[src/rtl/dma4_pkg.sv]
// Shared constants for the four-channel DMA register bank.
// Assumes a 4-bit offset space; offsets below 8 are channel registers.
package dma4_pkg;
    localparam int NCH    = 4;
    localparam int OFS_W  = 4;
    localparam int MODE_W = 6;
    localparam int MB_AUTO = 2;   // auto-initialise position within stored mode
    localparam int MB_DEC  = 3;   // decrement position within stored mode

    localparam logic [OFS_W-1:0] OFS_CMD    = 4'd8;
    localparam logic [OFS_W-1:0] OFS_REQ    = 4'd9;
    localparam logic [OFS_W-1:0] OFS_SMASK  = 4'd10;
    localparam logic [OFS_W-1:0] OFS_MODE   = 4'd11;
    localparam logic [OFS_W-1:0] OFS_CLRBP  = 4'd12;
    localparam logic [OFS_W-1:0] OFS_MRESET = 4'd13;
    localparam logic [OFS_W-1:0] OFS_MCLR   = 4'd14;
    localparam logic [OFS_W-1:0] OFS_MMASK  = 4'd15;
endpackage

[src/rtl/dma4_chan.sv]
// One channel's address and count registers: programmed and current copies.
// Assumes wr_addr/wr_cnt are single-cycle strobes and step is already gated
// by mask and global disable. A host write wins over a step for that register.
module dma4_chan #(
    parameter int DW = 8,
    localparam int RW = 2 * DW
) (
    input  logic          clk,
    input  logic          rst_n,
    input  logic          wr_addr,
    input  logic          wr_cnt,
    input  logic          hi,
    input  logic [DW-1:0] wdata,
    input  logic          step,
    input  logic          auto_init,
    input  logic          dec,
    output logic [RW-1:0] cur_addr,
    output logic [RW-1:0] cur_cnt,
    output logic          tc_hit
);
    logic [RW-1:0] base_addr;
    logic [RW-1:0] base_cnt;

    // Terminal count: a step taken while the count is already exhausted.
    assign tc_hit = step && (cur_cnt == '0);

    // Address register: byte load from host, else advance or reload on step.
    always_ff @(posedge clk) begin
        if (!rst_n) begin
            base_addr <= '0;
            cur_addr  <= '0;
        end else if (wr_addr) begin
            if (hi) begin
                base_addr[RW-1:DW] <= wdata;
                cur_addr[RW-1:DW]  <= wdata;
            end else begin
                base_addr[DW-1:0] <= wdata;
                cur_addr[DW-1:0]  <= wdata;
            end
        end else if (step) begin
            if (tc_hit && auto_init)
                cur_addr <= base_addr;
            else if (dec)
                cur_addr <= cur_addr - 1'b1;
            else
                cur_addr <= cur_addr + 1'b1;
        end
    end

    // Count register: byte load from host, else decrement or reload on step.
    always_ff @(posedge clk) begin
        if (!rst_n) begin
            base_cnt <= '0;
            cur_cnt  <= '0;
        end else if (wr_cnt) begin
            if (hi) begin
                base_cnt[RW-1:DW] <= wdata;
                cur_cnt[RW-1:DW]  <= wdata;
            end else begin
                base_cnt[DW-1:0] <= wdata;
                cur_cnt[DW-1:0]  <= wdata;
            end
        end else if (step) begin
            if (tc_hit && auto_init)
                cur_cnt <= base_cnt;
            else
                cur_cnt <= cur_cnt - 1'b1;
        end
    end
endmodule

[src/rtl/dma4_ctrl.sv]
// Shared control state: byte pointer, global disable, masks, modes, flags.
// Assumes at most one of wr/rd per cycle and that tc_hit comes from the
// channels in the same cycle as the step that caused it.
module dma4_ctrl
    import dma4_pkg::*;
#(
    parameter int DW = 8
) (
    input  logic                  clk,
    input  logic                  rst_n,
    input  logic [OFS_W-1:0]      addr,
    input  logic                  wr,
    input  logic                  rd,
    input  logic [DW-1:0]         wdata,
    input  logic [NCH-1:0]        tc_hit,
    output logic                  bp_hi,
    output logic                  off,
    output logic [NCH-1:0]        mask,
    output logic [NCH-1:0]        flags,
    output logic [NCH-1:0]        tc_q,
    output logic [NCH*MODE_W-1:0] mode_flat,
    output logic [NCH-1:0]        auto_vec,
    output logic [NCH-1:0]        dec_vec
);
    logic [MODE_W-1:0] modes [NCH];
    logic [NCH-1:0]    mask_host;
    logic              chan_acc;

    assign chan_acc = (wr || rd) && (addr[OFS_W-1] == 1'b0);

    // Unpack per-channel mode fields for export and for the channels.
    always_comb begin
        for (int n = 0; n < NCH; n++) begin
            mode_flat[n*MODE_W +: MODE_W] = modes[n];
            auto_vec[n] = modes[n][MB_AUTO];
            dec_vec[n]  = modes[n][MB_DEC];
        end
    end

    // Host-driven next mask before terminal-count masking is merged in.
    always_comb begin
        mask_host = mask;
        if (wr) begin
            case (addr)
                OFS_SMASK:  mask_host[wdata[1:0]] = wdata[2];
                OFS_MMASK:  mask_host = wdata[NCH-1:0];
                OFS_MCLR:   mask_host = '0;
                OFS_MRESET: mask_host = '1;
                default:    mask_host = mask;
            endcase
        end
    end

    // Byte pointer: cleared by two ports, toggled by every channel access.
    always_ff @(posedge clk) begin
        if (!rst_n)
            bp_hi <= 1'b0;
        else if (wr && (addr == OFS_CLRBP || addr == OFS_MRESET))
            bp_hi <= 1'b0;
        else if (chan_acc)
            bp_hi <= ~bp_hi;
    end

    // Global disable, mode store and mask update.
    always_ff @(posedge clk) begin
        if (!rst_n) begin
            off  <= 1'b0;
            mask <= '1;
            for (int n = 0; n < NCH; n++) modes[n] <= '0;
        end else begin
            if (wr && addr == OFS_CMD)
                off <= wdata[2];
            if (wr && addr == OFS_MODE)
                modes[wdata[1:0]] <= wdata[DW-1:2];
            mask <= mask_host | (tc_hit & ~auto_vec);
        end
    end

    // Terminal-count flags and the one-cycle terminal-count pulse.
    always_ff @(posedge clk) begin
        if (!rst_n) begin
            flags <= '0;
            tc_q  <= '0;
        end else begin
            tc_q <= tc_hit;
            if (wr && addr == OFS_MRESET)
                flags <= '0;
            else if (rd && addr == OFS_CMD)
                flags <= tc_hit;
            else
                flags <= flags | tc_hit;
        end
    end
endmodule

[src/rtl/dma4_regbank.sv]
// Top of the four-channel DMA register bank: decodes host accesses,
// instantiates one register pair per channel and builds the read mux.
// Assumes DW = 2 * channel count so the status byte fills the data bus.
module dma4_regbank
    import dma4_pkg::*;
#(
    parameter int DW = 8,
    localparam int RW = 2 * DW
) (
    input  logic                  clk,
    input  logic                  rst_n,
    input  logic [OFS_W-1:0]      addr_i,
    input  logic                  wr_i,
    input  logic                  rd_i,
    input  logic [DW-1:0]         wdata_i,
    output logic [DW-1:0]         rdata_o,
    input  logic [NCH-1:0]        dreq_i,
    input  logic [NCH-1:0]        step_i,
    output logic [NCH-1:0]        go_o,
    output logic [NCH-1:0]        mask_o,
    output logic [NCH*MODE_W-1:0] mode_o,
    output logic [NCH*RW-1:0]     addr_o,
    output logic [NCH-1:0]        tc_o
);
    logic           bp_hi;
    logic           off;
    logic [NCH-1:0] flags;
    logic [NCH-1:0] tc_hit;
    logic [NCH-1:0] auto_vec;
    logic [NCH-1:0] dec_vec;
    logic [NCH-1:0] step_ok;
    logic [RW-1:0]  cur_addr [NCH];
    logic [RW-1:0]  cur_cnt  [NCH];
    logic [RW-1:0]  sel_word;

    dma4_ctrl #(.DW(DW)) i_ctrl (
        .clk(clk), .rst_n(rst_n), .addr(addr_i), .wr(wr_i), .rd(rd_i),
        .wdata(wdata_i), .tc_hit(tc_hit), .bp_hi(bp_hi), .off(off),
        .mask(mask_o), .flags(flags), .tc_q(tc_o), .mode_flat(mode_o),
        .auto_vec(auto_vec), .dec_vec(dec_vec)
    );

    // Transfers are permitted only on unmasked channels of an enabled bank.
    assign go_o    = dreq_i & ~mask_o & {NCH{~off}};
    assign step_ok = step_i & ~mask_o & {NCH{~off}};

    for (genvar n = 0; n < NCH; n++) begin : g_ch
        logic wr_a, wr_c;
        assign wr_a = wr_i && (addr_i == OFS_W'(2 * n));
        assign wr_c = wr_i && (addr_i == OFS_W'(2 * n + 1));

        dma4_chan #(.DW(DW)) i_chan (
            .clk(clk), .rst_n(rst_n), .wr_addr(wr_a), .wr_cnt(wr_c),
            .hi(bp_hi), .wdata(wdata_i), .step(step_ok[n]),
            .auto_init(auto_vec[n]), .dec(dec_vec[n]),
            .cur_addr(cur_addr[n]), .cur_cnt(cur_cnt[n]), .tc_hit(tc_hit[n])
        );
        assign addr_o[n*RW +: RW] = cur_addr[n];
    end

    // Read mux: channel registers by pointer, status at the command offset.
    always_comb begin
        sel_word = addr_i[0] ? cur_cnt[addr_i[2:1]] : cur_addr[addr_i[2:1]];
        if (addr_i[OFS_W-1] == 1'b0)
            rdata_o = bp_hi ? sel_word[RW-1:DW] : sel_word[DW-1:0];
        else if (addr_i == OFS_CMD)
            rdata_o = DW'({dreq_i, flags});
        else
            rdata_o = '0;
    end
endmodule

[config.mk]
export PLATFORM = sky130hd
export DESIGN_NAME = dma4_regbank
export DESIGN_NICKNAME = d
export VERILOG_FILES = /design/src/rtl/dma4_pkg.sv /design/src/rtl/dma4_chan.sv /design/src/rtl/dma4_ctrl.sv /design/src/rtl/dma4_regbank.sv
export SDC_FILE = /design/constraint.sdc
export NUM_CORES = 1
export LEC_CHECK = 0
export BUFFER_PORTS_ARGS = -buffer_cell sky130_fd_sc_hd__buf_4
export CAP_MARGIN = 15
export CELL_PAD_IN_SITES_DETAIL_PLACEMENT = 1
export CELL_PAD_IN_SITES_GLOBAL_PLACEMENT = 1
export CORE_MARGIN = 4
export CORE_UTILIZATION = 41
export DETAILED_ROUTE_END_ITERATION = 8
export PLACE_DENSITY = 0.8
export SYNTH_ARGS = -nofsm -noshare
export SYNTH_HDL_FRONTEND = slang
export SYNTH_SLANG_ARGS = --single-unit
[constraint.sdc]
create_clock -name clk -period 2.9 [get_ports clk]
set_clock_uncertainty 0.05 [all_clocks]
set_input_delay 0.145 -clock clk [delete_from_list [all_inputs] [get_ports clk]]
set_output_delay 0.145 -clock clk [all_outputs]
set_load 0.005 [all_outputs]
# --- Word level (Yosys, flattened, before mapping) ---
# Memories as Yosys holds them, arrays and structs flattened.
# Index checks and enable logic that the tools add are counted.
op_classes:
  magnitude_cmp: 3
  n_bitwise: 14
  addsub: 12
  n_reduce_logical: 73
  mux: 53
  n_eq_ne: 30
ops:
  columns: ["operator", "n"]
  rows:
  - ["16-bit two-way mux", 33]
  - ["16-bit by 1-bit subtractor with 16-bit output (second input constant)", 8]
  - ["16-bit by 1-bit adder with 16-bit output (second input constant)", 4]
  - ["16-bit binary-select mux with 2-bit select", 2]
  - ["16-bit logical NOT", 4]
  - ["2-bit AND reduction", 32]
  - ["8-bit two-way mux", 5]
  - ["2-bit != test (second input constant)", 16]
  - ["4-bit equality test (second input constant)", 7]
  - ["1-bit logical AND", 23]
  - ["4-bit bitwise AND", 5]
  - ["4-bit by 3-bit equality test with 1-bit output (second input constant)", 4]
  - ["4-bit case mux with 4 select lines", 1]
  - ["2-bit nonzero test", 8]
  - ["4-bit by 2-bit equality test with 1-bit output (second input constant)", 2]
  - ["4-bit two-way mux", 2]
  - ["4-bit inverter", 2]
  - ["4-bit bitwise OR", 2]
  - ["1-bit two-way mux", 6]
  - ["6-bit two-way mux", 1]
  - ["6-bit OR reduction", 1]
  - ["4-bit bitwise mux", 1]
  - ["4-bit by 1-bit equality test with 1-bit output (second input constant)", 1]
  - ["4-bit logical NOT", 1]
  - ["9 further kinds", 14]
word_totals:
  mem_bits_rw: 24
  word_cells: 223
  out_inout_bits: 108
  regBits: 270
  memories: 1
mem_list:
  columns: ["name", "words", "word_bits", "rd", "rd_clocked_by_memory_dff", "write_ports", "line", "rtl"]
  rows:
  - ["i_ctrl.modes", 4, 6, 4, 0, 4, "dma4_ctrl.sv:25", "logic [MODE_W-1:0] modes [NCH];"]

# --- Logic depth before layout (Yosys ltp) ---
depth:
  depth_word: 8
  depth_mapped: 11
  depth_no_buf: 9

# --- Cells and area by module ---
# A second synthesis with hierarchy kept.
hier_totals:
  cells_unflattened: 2219
  hier_area_um2: 18242.5
by_module_without_submodules:
  columns: ["mod", "area_each_um2", "instances", "cells_each"]
  rows:
  - ["dma4_chan at g_ch[2].i_chan ...", 3872.5, 2, 498]
  - ["dma4_chan at g_ch[0].i_chan ...", 3741.1, 2, 476]
  - ["dma4_ctrl", 1719.1, 1, 151]
  - ["dma4_regbank", 1296.2, 1, 120]

# --- Worst setup path before layout ---
# Ideal clock, no wire load.
synth_timing:
  path_type: "register to register"
  start: "memory i_ctrl.modes[3][3]"
  end: "register g_ch[3].i_chan.cur_addr[14]"
  slack_ns: 0.196
  setup_time_ns: 0.070
  t_arrival_ns: 2.584
  path_stages_with_launch: 9
  required_time_ns: 2.780
  cell_sequence: "edfxtp_1 > fa_1 > a211oi_1 > o21bai_1 > a221o_1 > a221oi_1 > xnor2_1 > a211o_1 > a21oi_1"
synth_rtl:
  columns: ["element", "line", "rtl"]
  rows:
  - ["from (decl)", "dma4_ctrl.sv:25", null]
  - ["to (signal, indexed assignment)", "dma4_chan.sv:35", "cur_addr[RW-1:DW] <= wdata;"]
  - ["to (signal, indexed assignment)", "dma4_chan.sv:38", "cur_addr[DW-1:0] <= wdata;"]
  - ["to (signal assigned)", "dma4_chan.sv:42", "cur_addr <= base_addr;"]
  - ["to (decl)", "dma4_chan.sv:17", "output logic [RW-1:0] cur_addr,"]

==> impl_metrics.ini <==
[run_status]
status = complete, no violations

[placed_design]
place.gp.congestion = 0.969
hpwl_um = 51400
placedCellCount = 2912
port_buffers = 131

[power_and_ir_drop]
p_int_w = 0.00825
combPwrFrac = 0.208
clockPowerShare = 0.413
vdd_drop_max_uv = 399
power_w = 0.0118
switchingPower_w = 0.00356
seq_power_share = 0.379
leakage_nw = 8.71
power.density_nw_per_um2 = 564
switching_share = 0.301

[routing]
ant_nets = 0
via_count = 18600
drt_iter0_markers = 1683
via_per_inst = 6.25
dr.pass1.iters = 5
wl_um = 73300
drc = 0
avgRoutedWirePerCell_um = 24.6

[timing]
setup_viol = 0
drv_slew = 0
relSlewSlack = 0.399
hold_violations = 0
tightest_slew_ns = 0.892
finalCriticalPeriod_ns = 2.79
fin_setup_tns_ns = 0
max_freq_ghz = 0.358
period_share = 0.963

[worst_setup_path]
critical_path.cell_chain = buf_4, ha_1, a211oi_2, o21bai_1, a221o_1, a221oi_2, xnor2_1, a211o_1, a21oi_1
r2r_end = g_ch[3].i_chan.cur_addr[14]
end_kind = flip-flop
path_max_fanout = 16
r2r-start = i_ctrl.modes[3][3]
startpoint_type = flip-flop
worstPathRequired_ns = 3.34
worstPathArrival_ns = 3.24
critPathKind = reg -> reg
crit_family = compound AO/OA/AOI/OAI gates
setup.worst_path.start = i_ctrl.modes[3][3]
critPathSlowestCell = edfxtp_1
reg2reg_depth = 9
critical_path_depth = 9
slowest_delay_ns = 0.41
rrSetupSlack_ns = 0.11
cp.buffers_inverters = 1

[cts]
clkTransAtPathRegs_ns = 0.07
clockRootBuffer = clkbuf_16
cts_inserted_buffers = 34
cts_tree = done
clock-sinks = 294
worstSkewPairLatency_ns = 0.56
htree_num_levels = 2
clockBufferDepth = 3

[layout]
drive_above_1_share = 0.157
fillers = 5145
syn_to_final_growth_pct = 18.3
instances_no_fill = 2978
nets = 2467
diodes = 0

[global_route]
grt_pass1_vias = 18900
grt_max_degree = 100
grt_pass1_wl_um = 112000
grt-ovfl-total = 0
track_usage = 0.302
grt_antenna_before_repair = 4

[logic_synthesis]
syn_inst = 2255
async_flop_share = 0
syn_nets = 2347
yosysWarnings = 0
syn_avg_cell_area_um2 = 7.84
synth_edf_count = 24
ys_seq_area_frac = 0.346
synth_cell_type_count = 80
synthesis.area_um2 = 17700
synth_seq_cells = 294
ys.flop_type = dfxtp_1

[hold_path]
hold_class = in -> reg
hp-start = rst_n
holdPathStages = 3
hold_end = g_ch[0].i_chan.cur_addr[13]

[floorplanning]
initial_core_util = 0.418
die-area_um2 = 46500
die_x_um = 216
io_pins = 132
core_um2 = 42300
rows = 75
die_height_um = 216

[flow_run]
drv_cap = 0
-- layout by cell type (no fill, tap or decap), types with 8 or more instances in the layout --
cell type	instances
nand2_1	448
a21oi_1	273
dfxtp_1	269
buf_4	238
o21ai_0	222
nor2_1	130
ha_1	63
nand3_1	62
o211ai_1	51
xnor2_1	48
mux4_2	39
a21o_1	39
o221ai_1	37
xor2_1	37
clkbuf_16	37
inv_1	36
nor3_1	29
a31oi_1	28
edfxtp_1	24
and3_1	17
mux2i_1	16
or3_1	15
nor2b_1	13
and2_1	13
nand2b_1	13
or2_2	11
nand4_1	10
o31ai_1	10
o22ai_1	10
nor3b_1	9
o21bai_1	9
clkinv_2	8
-- logic make-up after synthesis --
family,Yosys count,share of synthesized area
multiplexers,57,0.0608
AND/OR/NAND/NOR,805,0.202
buffers and inverters,198,0.0468
flip-flops,294,0.346
XOR/XNOR,85,0.0421
AO/OA/AOI/OAI,748,0.252
adder cells (fa/ha/maj),68,0.0498
-- cells in the mapped netlist (all sizes together), types with 4 or more instances --
cell type,number,area [um^2]
o31ai,10,75.1
a221o,6,60.1
nor3,32,188
fa,4,80.1
a31oi,28,175
a211oi,7,52.6
a21o,39,293
or2,11,68.8
o211a,4,40.0
a21boi,4,30.0
o22ai,10,62.6
nor2b,13,81.3
o221ai,37,324
xnor2,48,420
nor2,132,500
mux4,40,905
o32ai,4,35.0
nand2,448,1680
o21ai,226,1130
ha,64,801
nor3b,9,67.6
o21bai,9,67.6
buf,41,229
o21a,4,30.0
nor4,11,93.8
nand4,10,62.6
o211ai,51,383
a21oi,273,1370
inv,37,139
clkbuf,120,460
xor2,37,324
and3,17,106
mux2i,16,160
nand2b,13,81.3
a221oi,9,78.8
or3,16,101
a211o,4,35.0
and2,13,81.3
dfxtp,270,5410
nand3,62,310
edfxtp,24,721
or4,7,60.1
-- power groups by stage --
stage / registers (W) / logic, W / clock network (W)
after global placement: 0.00454 / 0.00228 / 0
final: 0.00447 / 0.00246 / 0.00488
after floorplan: 0.00446 / 0.00158 / 0
after global routing: 0.00448 / 0.00268 / 0.00508
after detailed placement: 0.00455 / 0.00237 / 0
after CTS: 0.00446 / 0.00241 / 0.00492
-- registers in the layout (all words and copies together) (netlist names) --
| signal | cells |
|---|---|
| g_ch.i_chan.base_addr | 64 |
| g_ch.i_chan.base_cnt | 64 |
| g_ch.i_chan.cur_addr | 64 |
| g_ch.i_chan.cur_cnt | 64 |
| i_ctrl.bp_hi | 1 |
| i_ctrl.flags | 4 |
| i_ctrl.mask | 4 |
| i_ctrl.modes | 24 |
| i_ctrl.off | 1 |
| i_ctrl.tc_q | 4 |
-- through the flow --
| stage | hold slack, ns | worst slack (ns) | util | instance area [um^2] |
|---|---|---|---|---|
| finish | 0.0255 | 0.106 | 0.494 | 20900 |
| global route | 0.0430 | -0.0385 | 0.494 | 20900 |
| CTS | 0.00424 | 0.000261 | 0.493 | 20900 |
| detailed placement | 0.397 | -0.00522 | 0.463 | 19600 |
| global placement | 0.392 | 0.127 | 0.463 | 19600 |
| floorplan | 0.245 | 0.196 | - | 17700 |
-- area by class of cell --
type,count,area (um^2),share of cell area
multi-input cells,1763,10800,0.515
inverters,37,141,0.00676
well taps,577,722,0.0345
clock inverters,21,289,0.0138
clock buffers,41,961,0.0459
repair buffers,245,1910,0.0912
flip-flops and latches,294,6130,0.293
-- how the worst max path moves through the flow --
stage                                              to  slack [ns]
after floorplan           g_ch[3].i_chan.cur_addr[14]        0.20
after global placement    g_ch[2].i_chan.cur_addr[15]        0.13
after detailed placement  g_ch[2].i_chan.cur_addr[15]      -0.005
after CTS                 g_ch[2].i_chan.cur_addr[14]      0.0003
after global routing      g_ch[3].i_chan.cur_addr[14]       -0.04
final                     g_ch[3].i_chan.cur_addr[14]        0.11
-- tightest hold or removal path, stage by stage --
cell	delay, ns
buf_4	0.26
o21ai_0	0.13
a31oi_1	0.05
-- per-layer routing --
layer	wire [um]	vias to the layer above	track usage	part of all wire
li1	-	8359	-	-
met1	30800	9253	0.408	0.42
met2	33000	807	0.481	0.45
met3	5950	184	0.0446	0.081
met4	3470	4	0.134	0.047
met5	24	-	0	0.00033
-- what timing repair did --
| item | in CTS | in global routing |
|---|---|---|
| hold buffers | 2 | 0 |
| resized for setup | 1 | 9 |
| buffers inserted | 0 | 2 |
| endpoints found under the hold margin | 8 | 0 |
| pin swaps | 0 | 1 |
| endpoints found under the setup margin | 1 | 10 |
Power figures use the tool's default switching activity.
